==> src/rtl/frac_stream_pkg.sv <==
package frac_stream_pkg;

  localparam int GP_CURSORS_DEF = 32;
  localparam int ADDR_W_DEF     = 16;
  localparam int FRAC_W_DEF     = 16;
  localparam int STEP_I_W_DEF   = 8;
  localparam int STEP_F_W_DEF   = 8;
  localparam int DATA_W_DEF     = 8;

  typedef enum logic [1:0] {
    CFG_POS_WHOLE = 2'd0,
    CFG_POS_FRAC  = 2'd1,
    CFG_STEP      = 2'd2,
    CFG_NOP       = 2'd3
  } cfg_sel_e;

endpackage

==> src/rtl/fstrm_cursor.sv <==
module fstrm_cursor
  import frac_stream_pkg::*;
#(
  parameter int ADDR_W = ADDR_W_DEF,
  parameter int FRAC_W = FRAC_W_DEF,
  parameter int STEP_W = STEP_I_W_DEF + STEP_F_W_DEF,
  parameter int STEP_F_W = STEP_F_W_DEF
) (
  input  logic              clk,
  input  logic              rst_n,
  input  logic              host_hit_i,
  input  logic [1:0]        cfg_sel_i,
  input  logic [ADDR_W-1:0] cfg_data_i,
  input  logic              load_i,
  input  logic [ADDR_W-1:0] load_val_i,
  input  logic              adv_i,
  input  logic              bump_i,
  output logic [ADDR_W-1:0] addr_o
);

  localparam int POS_W = ADDR_W + FRAC_W;
  localparam int SHIFT = FRAC_W - STEP_F_W;
  localparam logic [STEP_W-1:0] STEP_ONE = STEP_W'(1) << STEP_F_W;
  localparam logic [POS_W-1:0]  POS_ONE  = POS_W'(1) << FRAC_W;

  logic [POS_W-1:0]  pos_q, pos_d;
  logic [STEP_W-1:0] step_q, step_d;
  logic              pos_en, step_en;
  logic [POS_W-1:0]  step_al;

  assign step_al = POS_W'(step_q) << SHIFT;

  always_comb begin
    pos_d   = pos_q;
    step_d  = step_q;
    pos_en  = 1'b0;
    step_en = 1'b0;
    if (host_hit_i) begin
      unique case (cfg_sel_i)
        CFG_POS_WHOLE: begin
          pos_d  = {cfg_data_i, {FRAC_W{1'b0}}};
          pos_en = 1'b1;
        end
        CFG_POS_FRAC: begin
          pos_d  = {pos_q[POS_W-1:FRAC_W], cfg_data_i[FRAC_W-1:0]};
          pos_en = 1'b1;
        end
        CFG_STEP: begin
          step_d  = cfg_data_i[STEP_W-1:0];
          step_en = 1'b1;
        end
        default: ;
      endcase
    end else if (load_i) begin
      pos_d  = {load_val_i, {FRAC_W{1'b0}}};
      pos_en = 1'b1;
    end else if (bump_i) begin
      pos_d  = pos_q + POS_ONE;
      pos_en = 1'b1;
    end else if (adv_i) begin
      pos_d  = pos_q + step_al;
      pos_en = 1'b1;
    end
  end

  always_ff @(posedge clk or negedge rst_n) begin
    if (!rst_n) begin
      pos_q  <= '0;
      step_q <= STEP_ONE;
    end else begin
      if (pos_en)  pos_q  <= pos_d;
      if (step_en) step_q <= step_d;
    end
  end

  assign addr_o = pos_q[POS_W-1:FRAC_W];

  // zero step keeps the cursor where it is
  a_r5_zero_step_holds: assert property (@(posedge clk) disable iff (!rst_n)
    (adv_i && !host_hit_i && !load_i && !bump_i && step_q == '0) |=> $stable(pos_q));

  // loading the whole part leaves no fraction behind
  a_r6_whole_clears_frac: assert property (@(posedge clk) disable iff (!rst_n)
    (host_hit_i && cfg_sel_i == CFG_POS_WHOLE) |=> (pos_q[FRAC_W-1:0] == '0));

  // an untouched cursor does not move
  a_r12_idle_holds: assert property (@(posedge clk) disable iff (!rst_n)
    (!host_hit_i && !load_i && !adv_i && !bump_i) |=> ($stable(pos_q) && $stable(step_q)));

endmodule

==> src/rtl/fstrm_rdpipe.sv <==
module fstrm_rdpipe
  import frac_stream_pkg::*;
#(
  parameter int DATA_W = DATA_W_DEF
) (
  input  logic              clk,
  input  logic              rst_n,
  input  logic              issue_i,
  input  logic [DATA_W-1:0] ram_rdata_i,
  output logic              rd_valid_o,
  output logic [DATA_W-1:0] rd_data_o
);

  logic              issue_q;
  logic              valid_q;
  logic [DATA_W-1:0] data_q;

  always_ff @(posedge clk or negedge rst_n) begin
    if (!rst_n) begin
      issue_q <= 1'b0;
      valid_q <= 1'b0;
      data_q  <= '0;
    end else begin
      issue_q <= issue_i;
      valid_q <= issue_q;
      if (issue_q) data_q <= ram_rdata_i;
    end
  end

  assign rd_valid_o = valid_q;
  assign rd_data_o  = data_q;

  // every accepted read yields a strobe two edges later
  a_r2_valid_two_later: assert property (@(posedge clk) disable iff (!rst_n)
    issue_i |=> ##1 rd_valid_o);

endmodule

==> src/rtl/frac_stream_bank.sv <==
module frac_stream_bank
  import frac_stream_pkg::*;
#(
  parameter int GP_CURSORS = GP_CURSORS_DEF,
  parameter int ADDR_W     = ADDR_W_DEF,
  parameter int FRAC_W     = FRAC_W_DEF,
  parameter int STEP_I_W   = STEP_I_W_DEF,
  parameter int STEP_F_W   = STEP_F_W_DEF,
  parameter int DATA_W     = DATA_W_DEF,
  localparam int NUM       = GP_CURSORS + 1,
  localparam int MSG_IDX   = GP_CURSORS,
  localparam int IDX_W     = $clog2(NUM),
  localparam int STEP_W    = STEP_I_W + STEP_F_W
) (
  input  logic              clk,
  input  logic              rst_n,
  input  logic              cfg_we,
  input  logic [1:0]        cfg_sel,
  input  logic [IDX_W-1:0]  cfg_idx,
  input  logic [ADDR_W-1:0] cfg_data,
  input  logic              rd_req,
  input  logic [IDX_W-1:0]  rd_idx,
  output logic              rd_valid,
  output logic [DATA_W-1:0] rd_data,
  input  logic              msg_we,
  input  logic [DATA_W-1:0] msg_wdata,
  input  logic              msg_ptr_load,
  input  logic [ADDR_W-1:0] msg_ptr_addr,
  output logic              ram_en,
  output logic              ram_we,
  output logic [ADDR_W-1:0] ram_addr,
  output logic [DATA_W-1:0] ram_wdata,
  input  logic [DATA_W-1:0] ram_rdata
);

  logic [1:0] rst_sync_q;
  logic       rst_int_n;

  always_ff @(posedge clk or negedge rst_n) begin
    if (!rst_n) rst_sync_q <= 2'b00;
    else        rst_sync_q <= {rst_sync_q[0], 1'b1};
  end
  assign rst_int_n = rst_sync_q[1];

  logic              rd_fire;
  logic              msg_fire;
  logic              cfg_live;
  logic [ADDR_W-1:0] addr_all [NUM];
  logic [ADDR_W-1:0] rd_addr;

  assign rd_fire  = rd_req && (rd_idx < IDX_W'(NUM));
  assign msg_fire = msg_we && !rd_fire;
  assign cfg_live = cfg_we && (cfg_sel != CFG_NOP);

  for (genvar s = 0; s < NUM; s++) begin : g_cursor
    logic hit, adv, load, bump;
    assign hit = cfg_live && (cfg_idx == IDX_W'(s));
    assign adv = rd_fire && (rd_idx == IDX_W'(s));
    if (s == MSG_IDX) begin : g_msg
      assign load = msg_ptr_load;
      assign bump = msg_fire;
    end else begin : g_gp
      assign load = 1'b0;
      assign bump = 1'b0;
    end
    fstrm_cursor #(
      .ADDR_W  (ADDR_W),
      .FRAC_W  (FRAC_W),
      .STEP_W  (STEP_W),
      .STEP_F_W(STEP_F_W)
    ) u_cursor (
      .clk       (clk),
      .rst_n     (rst_int_n),
      .host_hit_i(hit),
      .cfg_sel_i (cfg_sel),
      .cfg_data_i(cfg_data),
      .load_i    (load),
      .load_val_i(msg_ptr_addr),
      .adv_i     (adv),
      .bump_i    (bump),
      .addr_o    (addr_all[s])
    );
  end

  always_comb begin
    rd_addr = '0;
    for (int s = 0; s < NUM; s++) begin
      if (rd_idx == IDX_W'(s)) rd_addr = addr_all[s];
    end
  end

  assign ram_en    = rd_fire || msg_fire;
  assign ram_we    = msg_fire;
  assign ram_addr  = rd_fire ? rd_addr : addr_all[MSG_IDX];
  assign ram_wdata = msg_wdata;

  fstrm_rdpipe #(.DATA_W(DATA_W)) u_rdpipe (
    .clk        (clk),
    .rst_n      (rst_int_n),
    .issue_i    (rd_fire),
    .ram_rdata_i(ram_rdata),
    .rd_valid_o (rd_valid),
    .rd_data_o  (rd_data)
  );

  // a read of a missing cursor leaves the RAM idle
  a_r11_bad_idx_quiet: assert property (@(posedge clk) disable iff (!rst_int_n)
    (rd_req && rd_idx >= IDX_W'(NUM) && !msg_we) |-> !ram_en);

  // a read in the same cycle keeps the RAM from being written
  a_r10_read_blocks_store: assert property (@(posedge clk) disable iff (!rst_int_n)
    (rd_req && rd_idx < IDX_W'(NUM)) |-> !ram_we);

endmodule

==> config.mk <==
export PLATFORM = sky130hd
export DESIGN_NAME = frac_stream_bank
export DESIGN_NICKNAME = d
export VERILOG_FILES = /design/src/rtl/frac_stream_pkg.sv /design/src/rtl/fstrm_cursor.sv /design/src/rtl/fstrm_rdpipe.sv /design/src/rtl/frac_stream_bank.sv
export SDC_FILE = /design/constraint.sdc
export NUM_CORES = 2
export LEC_CHECK = 0
export BUFFER_PORTS_ARGS = -buffer_cell sky130_fd_sc_hd__buf_4
export CAP_MARGIN = 20
export CORE_ASPECT_RATIO = 0.75
export CORE_MARGIN = 3
export CORE_UTILIZATION = 56
export DETAILED_ROUTE_END_ITERATION = 12
export PLACE_DENSITY = 0.72
export SLEW_MARGIN = 10
export SYNTH_ARGS = -nofsm -noshare
export SYNTH_HDL_FRONTEND = slang
export SYNTH_SLANG_ARGS = --single-unit
==> constraint.sdc <==
create_clock -name clk -period 53.2 [get_ports clk]
set_clock_uncertainty 0.1 [all_clocks]
set_input_delay 7.98 -clock clk [delete_from_list [all_inputs] [get_ports clk]]
set_output_delay 7.98 -clock clk [all_outputs]
set_load 0.05 [all_outputs]
==> impl_metrics.toml <==
[sta]
hold_violations = 0
setup_viol = 0
fin_crit_ns = 21.76
finalCritPeriodShare_pct = 40.91
slew-limit-headroom_pct = 14.70
tns_ns = 0
slew_viol_final = 0
rsz0062_at_grt = "false"
worstMarginPinSlew_ns = 1.275
fmax_ghz = 0.04595

[worst_setup_path]
crit_path_end_kind = "output pin"
critPathLaunchType = "input port"
cp.required_ns = 45.12
ff2ff_setup_slack_ns = 49.16
worst-setup-path-type = "input port to output pin"
arrival_ns = 13.68
cp_max_fo = 65

[job]
drv_cap = 0

[clock_tree]
tritoncts = "built"
clockBufferDepth = 3
cts.htree.levels = 4
clock-sinks = 1332
cts_resized = 0
path_clk_slew_ns = 0.06
cts_hold_buffers = 0
cts_buffers = 145
clock_latency_ns = 0.82
cts-root-buf = "clkbuf_16"
post-cts-setup-buffers = 0

[logic_synthesis]
synth_seq_cells = 1332
synthTopCellsByArea = "dfrtp_1 36%, ha_1 7.4%, mux2_2 7.1%, a21oi_1 6.7%, nor2_1 5.0%"
synthDistinctLibCells = 120
syn-num-nets = 10794
async_reset_ff_share_pct = 100.0
synth_edf_count = 0
ys_warn_count = 0
synth_area_sq_um = 89480
avgSynthCellArea_sq_um = 8.804
synthFlopType = "dfrtp_1"
yosys.area.top_type = "dfrtp_1"
synth_top_area_share_pct = 36.33
ys_seq_area_share_pct = 37.30
postSynthCellCount = 10164

[route]
num_vias = 84729
drtIter0Drc = 11896
highest_layer = "met5"
ant_nets = 0
wl_per_cell_um = 29.56
drc = 0
via_per_inst = 6.893
wl_mm = 363.3
met1Wirelength_mm = 149.1
route.met2.wl_mm = 148.6
wl_met3_mm = 45.91
first_pass_iters = 9

[floorplanning]
die_area_sq_um = 164700
coreArea_sq_um = 158000
start_util_pct = 56.65
rows = 126
die_h_um = 352.2
die_w_um = 467.6
boundaryPins = 103

[power_and_ir_drop]
power.density_nw_per_um2 = 30.68
seq_power_share_pct = 42.0
leakagePower_nw = 44.20
clockPowerShare_pct = 36.1
power_mw = 2.984
ir_drop_v = 0.00003467
combPwrFrac_pct = 21.9
intPower_mw = 2.004
switching_share_pct = 32.85
netSwitchingPower_mw = 0.9801

[cells_and_area]
final_cell_mix = "1298 x dfrtp_1, 1192 x a21oi_1, 1183 x nor2_1, 713 x o21ai_0, 712 x nand2_1"
register_area_sq_um = 33380
multiInputGateArea_sq_um = 52870
layout_commonest_cell = "dfrtp_1"
drive_above_1_share_pct = 12.88
layout.nets = 10656
synthToLayoutAreaGrowth_pct = 8.704
n_fill_cell = 13334
utilization_pct = 61.58

[placement]
buffer_ports.inserted = 86
place_hpwl_mm = 258.6
gp_congestion = 1.053

[grt]
grt_use_total_pct = 43.01
grt_pass1_wl_mm = 530.1
grt_max_degree = 190
antenna_found_initial = 53
grt_pass1_vias = 77923
grt_overflow = 0

[status]
status = "completed"

[worst_hold_path]
min_path_type = "flop to async pin"
==> critical path, stage by stage <==
cell and delay (ns):
buf_4 0.32, buf_4 0.76, nand2_1 0.83, o22a_1 0.42, nor3_1 0.51, nor4_1 0.22, a2111oi_0 0.89, o21ai_0 0.34
a211oi_1 0.63, o21ai_0 0.42, buf_4 0.31
==> power by group through the flow <==
stage / logic [mW] / clock network, mW / registers [mW]
floorplan: 0.465 / 0 / 1.21
global placement: 0.609 / 0 / 1.26
CTS: 0.640 / 1.08 / 1.25
finish: 0.655 / 1.08 / 1.25
global route: 0.720 / 1.12 / 1.26
detailed placement: 0.634 / 0 / 1.26
==> per-layer routing <==
layer	GRT usage (%)	vias to the layer above
met5	0	-
met4	21.38	22
met3	12.18	940
met2	60.00	5167
met1	60.86	41514
li1	-	37086
==> metrics by stage <==
stage / setup WS [ns] / hold slack [ns] / cell area (sq um) / instances
after floorplan: 13.28 / 0.2312 / 89480 / 10164
after CTS: 31.87 / 0.2156 / 96950 / 12229
after detailed placement: 31.85 / 0.2047 / 91950 / 11964
after global placement: 32.02 / 0.2069 / 91920 / 11960
final: 31.44 / 0.2125 / 97270 / 12292
after global routing: 31.38 / 0.2484 / 97180 / 12258
==> registers in the layout, summed over array words and instances (netlist names) <==
| signal | count |
|---|---|
| u_rdpipe.rd_valid_o | 1 |
| g_cursor.u_cursor.pos_q | 792 |
| u_rdpipe.rd_data_o | 8 |
| u_rdpipe.issue_q | 1 |
| g_cursor.u_cursor.step_q | 528 |
| rst_sync_q | 2 |
==> cells by family after synthesis <==
group | Yosys count | synth area share [%]
buffers and inverters | 847 | 3.775
DFF | 1332 | 37.30
other | 1 | 0.004191
and+or+nand+nor | 3038 | 15.53
adders and majority gates | 562 | 8.135
AOI/OAI and AO/OA | 3401 | 23.86
muxes | 626 | 7.909
xor gates and xnor gates | 357 | 3.494
==> cell usage after synthesis, types with 56 or more instances <==
cell type  instances
ha_1             529
a31oi_1          121
o22ai_1          126
nand2b_1         112
o21ai_0          715
clkbuf_1         439
nor3_1           214
xor2_1            83
mux2_2           568
buf_2            104
dfrtp_1         1299
nand3_1          256
a211oi_1          99
nor2b_1           82
o211ai_1          73
o31ai_1           67
or3_1             60
nand2_1          728
a22oi_1           56
xnor2_1          274
a21oi_1         1192
o21a_1           148
o21ai_1           59
nor2_1          1188
and2_1            69
a21o_1           132
inv_1            263
nand4_1           67
and3_1            75
==> layout make-up <==
type,count,share of cell area (%)
Tap cell,2112,2.717
Clock buffer,222,4.528
Sequential cell,1332,34.31
Clock inverter,43,0.6161
Timing Repair Buffer,297,2.351
Inverter,265,1.023
Antenna cell,36,0.09262
Multi-Input combinational cell,7985,54.36
==> final timing paths <==
path | startpoint | to | depth (start not counted)
worst min-delay path | rst_sync_q[1] | g_cursor[21].u_cursor.pos_q[18] | 0
worst max register to register | rst_sync_q[1] | g_cursor[31].u_cursor.pos_q[11] | 4
worst min register to register | rst_sync_q[1] | g_cursor[21].u_cursor.pos_q[18] | 0
max in group asynchronous | rst_n | rst_sync_q[1] | 1
worst max-delay path | rd_idx[0] | ram_addr[3] | 11
min in group clk | rst_sync_q[0] | rst_sync_q[1] | 0
Power figures use the tool's default switching activity.
